`config.mk`:
```
export PLATFORM = sky130hd
export DESIGN_NAME = branch_target_gen
export DESIGN_NICKNAME = d
export VERILOG_FILES = /design/src/rtl/btgen_pkg.sv /design/src/rtl/btgen_ea_unit.sv /design/src/rtl/btgen_fetch.sv /design/src/rtl/branch_target_gen.sv
export SDC_FILE = /design/constraint.sdc
export NUM_CORES = 1
export LEC_CHECK = 0
export ABC_CLOCK_PERIOD_IN_PS = 2500
export BUFFER_PORTS_ARGS = -buffer_cell sky130_fd_sc_hd__buf_2
export CAP_MARGIN = 40
export CORE_UTILIZATION = 30
export DETAILED_ROUTE_END_ITERATION = 6
export GPL_TIMING_DRIVEN = 0
export PLACE_DENSITY = 0.61
export SETUP_SLACK_MARGIN = 0.4
export SYNTH_ARGS = -nofsm -noshare
export SYNTH_HDL_FRONTEND = slang
export SYNTH_SLANG_ARGS = --single-unit
```
`constraint.sdc`:
```
create_clock -name clk -period 2.5 [get_ports clk]
set_clock_uncertainty 0.2 [all_clocks]
set_input_delay 0.25 -clock clk [delete_from_list [all_inputs] [get_ports clk]]
set_output_delay 0.25 -clock clk [all_outputs]
set_load 0.02 [all_outputs]
```
`src/rtl/btgen_pkg.sv`:
```
package btgen_pkg;
  localparam int AW     = 32;
  localparam int DSP_S  = 8;
  localparam int DSP_L  = 16;
  localparam int ABS_S  = 24;
  localparam int VEC_W  = 7;
  localparam int PTR_S  = 16;
  localparam int MPTR_W = 8;

  typedef enum logic [3:0] {
    MD_REG   = 4'd0,
    MD_PC8   = 4'd1,
    MD_PC16  = 4'd2,
    MD_PCIDX = 4'd3,
    MD_ABS24 = 4'd4,
    MD_ABS32 = 4'd5,
    MD_MIND  = 4'd6,
    MD_XMIND = 4'd7
  } bt_mode_e;

  function automatic logic [AW-1:0] sext_short(input logic [DSP_S-1:0] d);
    return {{(AW-DSP_S){d[DSP_S-1]}}, d};
  endfunction

  function automatic logic [AW-1:0] sext_long(input logic [DSP_L-1:0] d);
    return {{(AW-DSP_L){d[DSP_L-1]}}, d};
  endfunction

  function automatic logic [AW-1:0] index_view(input logic [AW-1:0] r,
                                               input logic [1:0] sz);
    logic [AW-1:0] v;
    case (sz)
      2'd0:    v = {{(AW-8){1'b0}}, r[7:0]};
      2'd1:    v = {{(AW-16){1'b0}}, r[15:0]};
      default: v = r;
    endcase
    return v << 1;
  endfunction

  function automatic logic [AW-1:0] vector_addr(input logic [VEC_W-1:0] vn,
                                                input logic lng);
    logic [AW-1:0] idx;
    idx = {{(AW-VEC_W-1){1'b0}}, 1'b1, vn};
    return lng ? (idx << 2) : (idx << 1);
  endfunction

  function automatic logic [AW-1:0] widen_ptr(input logic [AW-1:0] d,
                                              input logic lng);
    return lng ? d : {{(AW-PTR_S){1'b0}}, d[PTR_S-1:0]};
  endfunction
endpackage

```
`src/rtl/btgen_ea_unit.sv`:
```
module btgen_ea_unit
  import btgen_pkg::*;
(
  input  logic [3:0]    mode,
  input  logic [AW-1:0] pc,
  input  logic [AW-1:0] reg_val,
  input  logic [1:0]    reg_size,
  input  logic [AW-1:0] imm,
  input  logic          ptr_long,
  output logic [AW-1:0] direct_tgt,
  output logic [AW-1:0] fetch_addr,
  output logic          needs_fetch,
  output logic          mode_bad
);
  always_comb begin
    direct_tgt  = '0;
    fetch_addr  = '0;
    needs_fetch = 1'b0;
    mode_bad    = 1'b0;
    case (mode)
      MD_REG:   direct_tgt = reg_val;
      MD_PC8:   direct_tgt = pc + sext_short(imm[DSP_S-1:0]);
      MD_PC16:  direct_tgt = pc + sext_long(imm[DSP_L-1:0]);
      MD_PCIDX: direct_tgt = pc + index_view(reg_val, reg_size);
      MD_ABS24: direct_tgt = {{(AW-ABS_S){1'b0}}, imm[ABS_S-1:0]};
      MD_ABS32: direct_tgt = imm;
      MD_MIND: begin
        needs_fetch = 1'b1;
        fetch_addr  = {{(AW-MPTR_W){1'b0}}, imm[MPTR_W-1:0]};
      end
      MD_XMIND: begin
        needs_fetch = 1'b1;
        fetch_addr  = vector_addr(imm[VEC_W-1:0], ptr_long);
      end
      default:  mode_bad = 1'b1;
    endcase
  end

  always_comb begin
    if (mode == MD_XMIND)
      assert_vec_range_R7: assert (fetch_addr[AW-1:10] == '0 && fetch_addr[0] == 1'b0);
  end
endmodule

```
`src/rtl/btgen_fetch.sv`:
```
module btgen_fetch
  import btgen_pkg::*;
(
  input  logic          clk,
  input  logic          rst_n,
  input  logic          launch,
  input  logic [AW-1:0] launch_addr,
  input  logic          launch_long,
  input  logic          mem_ack,
  input  logic [AW-1:0] mem_rdata,
  output logic          mem_req,
  output logic [AW-1:0] mem_addr,
  output logic          fetch_done,
  output logic [AW-1:0] fetch_data
);
  logic ptr_long_q;

  assign fetch_done = mem_req && mem_ack;
  assign fetch_data = widen_ptr(mem_rdata, ptr_long_q);

  always_ff @(posedge clk or negedge rst_n) begin
    if (!rst_n) begin
      mem_req    <= 1'b0;
      mem_addr   <= '0;
      ptr_long_q <= 1'b0;
    end else if (fetch_done) begin
      mem_req <= 1'b0;
    end else if (launch && !mem_req) begin
      mem_req    <= 1'b1;
      mem_addr   <= launch_addr;
      ptr_long_q <= launch_long;
    end
  end

  assert_req_hold_R9: assert property (@(posedge clk) disable iff (!rst_n)
    mem_req && !mem_ack |=> mem_req && $stable(mem_addr));
  assert_req_drop_R9: assert property (@(posedge clk) disable iff (!rst_n)
    fetch_done |=> !mem_req);
  assert_launch_R9: assert property (@(posedge clk) disable iff (!rst_n)
    launch && !mem_req |=> mem_req);
endmodule

```
`src/rtl/branch_target_gen.sv`:
```
module branch_target_gen
  import btgen_pkg::*;
(
  input  logic          clk,
  input  logic          rst_n,
  input  logic          start,
  input  logic [3:0]    mode,
  input  logic [31:0]   pc,
  input  logic [31:0]   reg_val,
  input  logic [1:0]    reg_size,
  input  logic [31:0]   imm,
  input  logic          ptr_long,
  output logic          mem_req,
  output logic [31:0]   mem_addr,
  input  logic          mem_ack,
  input  logic [31:0]   mem_rdata,
  output logic          done,
  output logic [31:0]   target,
  output logic          err
);
  logic [AW-1:0] direct_tgt, fetch_addr, fetch_data;
  logic          needs_fetch, mode_bad, fetch_done;
  logic          start_acc, direct_fin, fetch_launch;

  assign start_acc    = start && !mem_req;
  assign direct_fin   = start_acc && !needs_fetch;
  assign fetch_launch = start_acc && needs_fetch;

  btgen_ea_unit u_ea (
    .mode        (mode),
    .pc          (pc),
    .reg_val     (reg_val),
    .reg_size    (reg_size),
    .imm         (imm),
    .ptr_long    (ptr_long),
    .direct_tgt  (direct_tgt),
    .fetch_addr  (fetch_addr),
    .needs_fetch (needs_fetch),
    .mode_bad    (mode_bad)
  );

  btgen_fetch u_fetch (
    .clk         (clk),
    .rst_n       (rst_n),
    .launch      (fetch_launch),
    .launch_addr (fetch_addr),
    .launch_long (ptr_long),
    .mem_ack     (mem_ack),
    .mem_rdata   (mem_rdata),
    .mem_req     (mem_req),
    .mem_addr    (mem_addr),
    .fetch_done  (fetch_done),
    .fetch_data  (fetch_data)
  );

  always_ff @(posedge clk or negedge rst_n) begin
    if (!rst_n) begin
      done   <= 1'b0;
      target <= '0;
      err    <= 1'b0;
    end else begin
      done <= fetch_done || direct_fin;
      if (fetch_done) begin
        target <= fetch_data;
        err    <= 1'b0;
      end else if (direct_fin) begin
        target <= direct_tgt;
        err    <= mode_bad;
      end
    end
  end

  assert_direct_done_R10: assert property (@(posedge clk) disable iff (!rst_n)
    start && !mem_req && mode < 4'd6 |=> done && !err);
  assert_bad_mode_R12: assert property (@(posedge clk) disable iff (!rst_n)
    start && !mem_req && mode > 4'd7 |=> done && err && target == '0);
  assert_ignore_busy_R11: assert property (@(posedge clk) disable iff (!rst_n)
    mem_req && !mem_ack |=> !done);
  assert_ack_done_R9: assert property (@(posedge clk) disable iff (!rst_n)
    mem_req && mem_ack |=> done && !err);
  assert_req_excl_R9: assert property (@(posedge clk) disable iff (!rst_n)
    !(done && mem_req));
endmodule

```
==> results.cfg, run 1 <==
[status]
status = finished with violations
violations = negative setup slack

[layout]
final_layout_size_suffix_gt1_share_pct = 40.8
num-nets-final = 1272
antenna_cells = 0
area_growth_pct = 52.2
finalInstanceArea_um2 = 9420

[critical_path]
critPathMaxFanout = 6
critPathKind = in -> reg
cp-endpoint = target[27]
critPathRequiredTime_ns = 2.48
reg2reg_depth = 5
crit_chain = buf_12 -> nor3_4 -> a21boi_4 -> a31o_4 -> ha_4 -> and3_4 -> and4_1 -> o211ai_1 -> nand2_2 -> a31oi_4 -> o21ba_4 -> buf_6 -> o41ai_4 -> xnor2_1 -> o21ai_1
critPathArrivalTime_ns = 3.14
timing.rr.start = u_fetch.mem_req
slowest_delay_ns = 0.28
crit_slowest_cell = ha_4
reg2reg_to = target[25]
worst_setup_path_start_kind = input pin
crit_path_end_kind = register
reg2reg_setup_slack_ns = 0.13
critPathLaunch = mode[0]

[clock_tree]
clockBufferDepth = 2
cts_root_buffer = clkbuf_16
cts_tree = yes
path_clk_slew_ns = 0.07
cts_buffers = 5
cts.htree.levels = 2
insertion_delay_ns = 0.30
cts_sinks = 46

[synthesis]
yosysTopAreaCellShare_pct = 18.6
synth_xor_area_share_pct = 7.64
yosys.area_share.simple_pct = 15.4
synth-compound-area-share_pct = 35.9
synthCells = 778
yosysSeqAreaShare_pct = 18.6
ys_ff_latch = 46
muxShareOfSynthArea_pct = 2.08
synth-main-ff-cell = dfrtp_1
yosys-top-cells-count = a21oi_1, o21ai_0, ha_1
synthDistinctLibCells = 67
synth.most_common_cell = a21oi_1
synthAdderAreaFrac_pct = 14.6
syn_area_um2 = 6190
synth_area_leaders = dfrtp_1, ha_1, a21oi_1
ys.warnings.count = 0
avgSynthCellArea_um2 = 7.96
synthArstFlopShare_pct = 100
synth_edf_count = 0
synth_area_leader_cell = dfrtp_1
synth_top_family_by_area = compound AO/OA/AOI/OAI gates

[grt]
grt_pass1_vias = 7083
grt_pass1_wl_mm = 40.8
grtUsageTotal_pct = 24.7
grt_max_degree = 29
antenna_found_initial = 0
grt_overflow = 0

[sta]
slew_headroom_pct = 40.6
hold_ws_ns = 0.00531
fin_crit_sh_pct = 126
rsz0062_at_grt = yes
period_needed_ns = 3.16
finalHoldViolations = 0
setup_violations = 23
worstMarginPinSlew_ns = 0.889
setup_ws_ns = -0.657
drv_slew = 0
timing.fmax_mhz = 317

[place]
portBuffers = 179
place_congestion = 0.939
hpwlAfterDp_mm = 20.6
placed_cell_area_um2 = 7790
dp_slack_ns = -1.59

[die]
die_w_um = 146
die_h_um = 146
rows = 52
core_region_area_um2 = 20200
ioPinCount = 206
dieArea_um2 = 21200
start_util_pct = 30.6

[power_and_ir_drop]
peakVddDrop_mv = 0.228
clkPwrFrac_pct = 17.5
p_int_mw = 2.22
power_frac_seq_pct = 23.1
cellPowerDensity_nw_per_um2 = 410
comb_power_share_pct = 59.4
p_sw_mw = 1.64
p_sw_share_pct = 42.4
total_power_mw = 3.86
p_leak_nw = 4.31

[flow_run]
maxCapViolCount = 0

[min_path]
hp-class = in -> reg

[drt]
first_pass_iters = 5
viasPerCell = 5.52
routed-via-count = 7359
avgRoutedWirePerCell_um = 20.1
routed_wl_mm = 26.8
remaining_drc_errors = 0
drt_iter0_drc = 650
ant_nets = 0
## layout make-up
type | count | area, um^2
repair buffers | 256 | 1610
multi-input cells | 680 | 5750
fillers | 2022 | 10800
clock inverters | 2 | 10.0
clock buffers | 5 | 125
plain buffers | 57 | 379
flip-flops and latches | 46 | 1150
inverters | 16 | 60.1
well taps | 270 | 338
## power groups by stage
stage	logic, mW	registers (mW)	clock network, mW
2_1_floorplan	1.08	1.02	0
3_3_place_gp	1.77	0.903	0
3_5_place_dp	1.79	0.906	0
4_1_cts	2.06	0.892	0.683
5_1_grt	2.47	0.904	0.710
6_report	2.30	0.892	0.675
## what timing repair did
action	4_1_cts	5_1_grt
endpoints found under the hold margin	33	0
setup endpoints to repair	32	32
buffers inserted	36	21
gates resized for setup	100	97
pin swaps	66	70
hold buffers	16	0
## flip-flops by register name, indices dropped and copies added, names as in the netlist
| register | cells |
|---|---|
| u_fetch.mem_req | 1 |
| target | 32 |
| done | 1 |
| u_fetch.ptr_long_q | 1 |
| err | 1 |
| u_fetch.mem_addr | 10 |
## metrics by stage
step,TNS (ns),instances,util (%)
after global routing,-13.64,1332,46.6
after CTS,-10.64,1311,43.9
after floorplan,-11.30,799,-
after detailed placement,-30.27,1252,38.5
final,-11.43,1332,46.6
after global placement,-30.93,1248,38.3
## cell families after synthesis
family | Yosys count
fa+ha+maj | 71
xor+xnor | 54
compound gates | 330
simple gates | 191
mux | 12
other cells | 1
buf+inv | 73
flops | 46
## worst min path at each step
| stage | startpoint | to | slack, ns | cells past startpoint |
|---|---|---|---|---|
| floorplan | rst_n | done | -0.25 | 0 |
| global placement | mem_rdata[2] | target[2] | 0.26 | 3 |
| detailed placement | rst_n | u_fetch.mem_addr[9] | 0.05 | 1 |
| CTS | mem_rdata[14] | target[14] | 0.005 | 3 |
| global route | mem_rdata[29] | target[29] | 0.006 | 3 |
| finish | mem_rdata[29] | target[29] | 0.005 | 3 |
## critical path: cells and delay by family
family | cells | cell delay [ns]
AO/OA/AOI/OAI | 7 | 1.31
AND/OR/NAND/NOR | 4 | 0.84
adder cells (fa/ha/maj) | 1 | 0.28
buffers and inverters | 2 | 0.23
XOR/XNOR | 1 | 0.21
## cell usage in the layout, fill, tap and decap left out, types with 8 or more instances in the layout
cell           synthesis  layout
a21o_1                17      17
a21oi_1               79      55
a21oi_2                0      18
a222oi_1              20      20
a22oi_1               28      28
and2_1                22      21
and3_1                17      16
buf_2                  3     176
buf_4                 22      74
buf_6                  0      11
clkbuf_1              31      12
clkbuf_2               0      12
conb_1                 1      22
dfrtp_1               46      46
dlygate4sd3_1          0      16
ha_1                  69      43
ha_4                   0      22
inv_1                 16      15
nand2_1               61      56
nand2b_1               9       8
nand4_1                8       8
nor2_1                32      27
nor2b_1               14      14
nor3_1                13      10
o211ai_1               8       8
o21ai_0               71      49
o21ai_1                2      17
xnor2_1               30      25
xor2_1                24      23
## per-layer routing
| layer | GRT usage [%] | part of all wire [%] | up-vias |
|---|---|---|---|
| li1 | - | - | 3530 |
| met1 | 34.9 | 47 | 3501 |
| met2 | 39.9 | 46 | 294 |
| met3 | 2.26 | 5.6 | 34 |
| met4 | 6.95 | 2.1 | 0 |
| met5 | 0 | 0 | - |
Power figures use the tool's default switching activity.
==> inputs of run 2 (changes only) <==
--- a/config.mk
+++ b/config.mk
@@ -14,4 +14,5 @@
 export PLACE_DENSITY = 0.61
 export SETUP_SLACK_MARGIN = 0.4
+export SKIP_LAST_GASP = 1
 export SYNTH_ARGS = -nofsm -noshare
 export SYNTH_HDL_FRONTEND = slang
==> constraint.sdc (replaced) <==
create_clock -name clk -period 2.5 [get_ports clk]
set_clock_uncertainty 0.2 [all_clocks]
set_input_delay 0.25 -clock clk [delete_from_list [all_inputs] [get_ports clk]]
set_output_delay 0.25 -clock clk [all_outputs]
set_load 0.05 [all_outputs]
==> run 2 against run 1 <==
Against the previous run: the flow finishes with violations (design-rule violations, negative setup slack); sequential share of layout area grew 0.059 points; worst setup slack lost 0.026 ns; design area shrank 0.48%; largest power group unchanged.
==> results.cfg, run 2 (synthesis results as in run 1) <==
[grt]
grt_pass1_vias = 7086
antenna_found_initial = 0
grt_overflow = 0
grt_pass1_wl_mm = 40.8
grtUsageTotal_pct = 24.7
grt_max_degree = 29

[clock_tree]
cts_root_buffer = clkbuf_16
cts_buffers = 5
cts_sinks = 46
clockBufferDepth = 2
insertion_delay_ns = 0.30
cts.htree.levels = 2
cts_tree = yes
path_clk_slew_ns = 0.07

[critical_path]
critPathMaxFanout = 6
critPathRequiredTime_ns = 2.46
critPathKind = in -> reg
worst_setup_path_start_kind = input pin
slowest_delay_ns = 0.31
reg2reg_setup_slack_ns = 0.14
critPathLaunch = mode[0]
critPathArrivalTime_ns = 3.15
crit_family = compound AO/OA/AOI/OAI gates
crit_slowest_cell = a222oi_1
reg2reg_depth = 5
cp-endpoint = target[19]
timing.rr.start = u_fetch.mem_req
cp_num_buf_inv = 2
crit_chain = buf_12 -> nor3_4 -> a21boi_4 -> a31o_4 -> ha_4 -> and3_4 -> and4_1 -> o211ai_1 -> nand2_2 -> a31oi_4 -> o21ba_4 -> buf_4 -> xnor2_1 -> a222oi_1 -> o21ai_1
crit_path_end_kind = register
cp.depth = 15
reg2reg_to = target[25]

[layout]
seq_area_um2 = 1150
antenna_cells = 0
multi_input_area_um2 = 5710
largest_register = target
postLayoutCoreUtil_pct = 46.3
largest_reg_flops = 32
fillers = 2033
top_regs = target x32, u_fetch.mem_addr x10
final_layout_size_suffix_gt1_share_pct = 40.4
layout_common_cells = buf_2, buf_4, a21oi_1, nand2_1, o21ai_0
num-nets-final = 1272
finalInstanceArea_um2 = 9380
final_common_cell = buf_2
area_growth_pct = 51.4

[power_and_ir_drop]
peakVddDrop_mv = 0.227
p_leak_nw = 4.29
cellPowerDensity_nw_per_um2 = 437

[sta]
rsz0062_at_grt = yes
timing.fmax_mhz = 314
worstMarginPinSlew_ns = 0.887
tns_ns = -11.24
fin_crit_sh_pct = 127
period_needed_ns = 3.18
hold_ws_ns = 0.00900
finalHoldViolations = 0
slew_headroom_pct = 40.8
setup_violations = 23
setup_ws_ns = -0.683
drv_slew = 0

[die]
die_w_um = 146
ioPinCount = 206
dieArea_um2 = 21200
rows = 52
core_region_area_um2 = 20200
die_h_um = 146
start_util_pct = 30.6

[status]
violations = design-rule violations, negative setup slack
status = finished with violations

[drt]
avgRoutedWirePerCell_um = 20.1
remaining_drc_errors = 3
first_pass_iters = 7
drt_iter0_drc = 589
ant_nets = 0
routed_wl_mm = 26.8
routed-via-count = 7335
viasPerCell = 5.51

[place]
portBuffers = 179
placed_cell_area_um2 = 7790
hpwlAfterDp_mm = 20.6
place_congestion = 0.939

[flow_run]
maxCapViolCount = 0

[min_path]
hp-class = in -> reg
run 2: changes by cell type in the layout (fill, tap and decap cells not counted), sizes merged:
cell	before	now
buf	267	270
clkbuf	34	31
run 2: worst min path at each step:
stage | to | slack, ns | cells after the start | start
after floorplan | done | -0.25 | 0 | rst_n
after global placement | target[2] | 0.26 | 3 | mem_rdata[2]
after detailed placement | u_fetch.mem_addr[9] | 0.05 | 1 | rst_n
after CTS | target[14] | 0.005 | 3 | mem_rdata[14]
after global routing | target[29] | 0.006 | 3 | mem_rdata[29]
final | target[10] | 0.009 | 2 | mem_rdata[10]
run 2: layout make-up:
| cell class | instances | share of cell area [%] |
|---|---|---|
| plain buffers | 57 | 4.00 |
| flip-flops and latches | 46 | 12.3 |
| inverters | 16 | 0.640 |
| clock inverters | 2 | 0.107 |
| well taps | 270 | 3.60 |
| repair buffers | 256 | 17.2 |
| clock buffers | 5 | 1.33 |
| multi-input cells | 680 | 60.9 |
run 2: report_power, final:
group          leakage [nW]  internal, mW  switching [mW]  total, mW
registers             0.612         0.840          0.0519      0.892
logic                  3.60          1.01            1.53       2.53
clock network        0.0694         0.363           0.309      0.671
total                  4.29          2.21            1.89       4.10
run 2: routing by layer:
layer,global-route usage (%),routed length [um]
met3,2.26,1670
met4,7.00,647
met1,34.9,12300
met2,39.9,12200
met5,0,0
run 2: repair_timing:
item | CTS | global route
resized for setup | 97 | 97
hold buffers | 16 | 0
buffers inserted | 36 | 21
pin swaps | 65 | 78
endpoints found under the hold margin | 33 | 0
setup endpoints to repair | 32 | 32
run 2: through the flow:
step	setup WS, ns	cells	power [mW]
6_report	-0.683	1332	4.10
5_1_grt	-0.741	1332	4.32
4_1_cts	-0.629	1311	3.89
3_5_place_dp	-1.59	1252	2.96
3_3_place_gp	-1.55	1248	2.94
2_1_floorplan	-0.756	799	2.36
==> inputs of run 3 (changes only) <==
- RECOVER_POWER: unset -> 50
==> run 3 against run 2 <==
Against the previous run: the flow finishes with violations (negative setup slack); combinational power barely moved; sequential cell count did not move; first-iteration DRC count rose by 5.3%; via count barely moved; non-clock buffer count did not move; design area fell by 0.31%; critical endpoint unchanged; wire length did not move; hold slack barely moved.
==> results.cfg, run 3 (synthesis results as in run 1) <==
[drt]
drt_iter0_drc = 620
ant_nets = 0
viasPerCell = 5.50
routed_wl_mm = 26.8
first_pass_iters = 6
remaining_drc_errors = 0
routed-via-count = 7330
avgRoutedWirePerCell_um = 20.1

[place]
place_inst = 1252
hpwlAfterDp_mm = 20.6
portBuffers = 179
place_congestion = 0.939
dp_slack_ns = -1.59
placed_cell_area_um2 = 7790

[layout]
largest_reg_flops = 32
antenna_cells = 0
final_common_cell = buf_2
num-nets-final = 1272
top_regs = target x32, u_fetch.mem_addr x10
final_layout_size_suffix_gt1_share_pct = 39.4
final_cells = 1332
postLayoutCoreUtil_pct = 46.2
finalInstanceArea_um2 = 9350
layout_common_cells = buf_2, buf_4, a21oi_1, nand2_1, o21ai_0
largest_register = target
fillers = 2042
area_growth_pct = 51.0

[die]
start_util_pct = 30.6
core_region_area_um2 = 20200
die_w_um = 146
dieArea_um2 = 21200
ioPinCount = 206
die_h_um = 146
rows = 52

[critical_path]
reg2reg_to = target[25]
critPathKind = in -> reg
critPathArrivalTime_ns = 3.14
critPathMaxFanout = 6
timing.rr.start = u_fetch.mem_req
critPathLaunch = mode[0]
worst_setup_path_start_kind = input pin
critPathRequiredTime_ns = 2.46
reg2reg_setup_slack_ns = 0.12
crit_path_end_kind = register
reg2reg_depth = 5

[sta]
drv_slew = 0
setup_violations = 23
setup_ws_ns = -0.677
fin_crit_sh_pct = 127
rsz0062_at_grt = yes
slew_headroom_pct = 20.0
period_needed_ns = 3.18
timing.fmax_mhz = 315
finalHoldViolations = 0
worstMarginPinSlew_ns = 1.20

[min_path]
hp-class = in -> reg
hold_path.startpoint = mem_rdata[10]
hold_end = target[10]
min_path_cells = 2

[clock_tree]
cts_root_buffer = clkbuf_16
path_clk_slew_ns = 0.07
insertion_delay_ns = 0.30
cts.htree.levels = 2
cts_tree = yes
clockBufferDepth = 2
cts_buffers = 5
cts_sinks = 46

[power_and_ir_drop]
total_power_mw = 4.09
cellPowerDensity_nw_per_um2 = 437
p_leak_nw = 4.24
peakVddDrop_mv = 0.228

[status]
status = finished with violations
violations = negative setup slack

[grt]
grt_overflow = 0
grt_pass1_wl_mm = 40.8
grt_max_degree = 29
grtUsageTotal_pct = 24.7
antenna_found_initial = 0
grt_pass1_vias = 7086

[flow_run]
maxCapViolCount = 0
## run 3: cell types whose count changed in the layout (fill, tap and decap cells not counted), sizes merged
cell,change
clkbuf,+12
buf,-12
## run 3: through the flow
stage | TNS (ns) | hold WS (ns)
6_report | -11.25 | 0.00874
3_3_place_gp | -30.93 | 0.259
2_1_floorplan | -11.30 | -0.246
4_1_cts | -10.75 | 0.00464
3_5_place_dp | -30.27 | 0.0516
5_1_grt | -14.30 | 0.00574
## run 3: cell type report
| class | instances | area, um^2 | share of cell area [%] |
|---|---|---|---|
| plain buffers | 57 | 375 | 4.01 |
| clock buffers | 5 | 125 | 1.34 |
| clock inverters | 2 | 10.0 | 0.107 |
| inverters | 16 | 60.1 | 0.642 |
| multi-input cells | 680 | 5710 | 61.1 |
| flip-flops and latches | 46 | 1150 | 12.3 |
| well taps | 270 | 338 | 3.61 |
| repair buffers | 256 | 1580 | 16.9 |
## run 3: repair_timing
| action | 4_1_cts | 5_1_grt |
|---|---|---|
| hold buffers | 16 | 0 |
| setup buffers | 36 | 21 |
| gates resized for setup | 97 | 97 |
| endpoints found under the setup margin | 32 | 32 |
| pin swaps | 65 | 78 |
| endpoints found under the hold margin | 33 | 0 |
## run 3: per-layer routing
layer  vias to the layer above  global-route usage, %  part of all wire [%]
met3                        34                   2.26                   6.0
li1                       3523                      -                     -
met5                         -                      0                     0
met2                       282                   39.9                    46
met4                         0                   7.00                   2.2
met1                      3491                   34.9                    46
## run 3: where the power goes
group	switching (mW)	internal [mW]	total (mW)
combinational	1.52	0.999	2.52
sequential	0.0528	0.840	0.893
clock	0.310	0.363	0.673
## run 3: worst max-delay path by stage
stage,endpoint,slack (ns),depth (start not counted)
floorplan,target[24],-0.76,14
global placement,target[21],-1.55,14
detailed placement,target[21],-1.59,14
CTS,target[24],-0.63,14
global route,target[21],-0.74,15
finish,target[19],-0.68,15
## run 3: critical path, stage by stage
cell	delay, ns
buf_12	0.11
nor3_4	0.26
a21boi_4	0.15
a31o_4	0.26
ha_4	0.28
and3_4	0.20
and4_1	0.18
o211ai_1	0.20
nand2_2	0.18
a31oi_4	0.11
o21ba_4	0.25
buf_4	0.14
xnor2_1	0.15
a222oi_1	0.31
o21ai_1	0.10
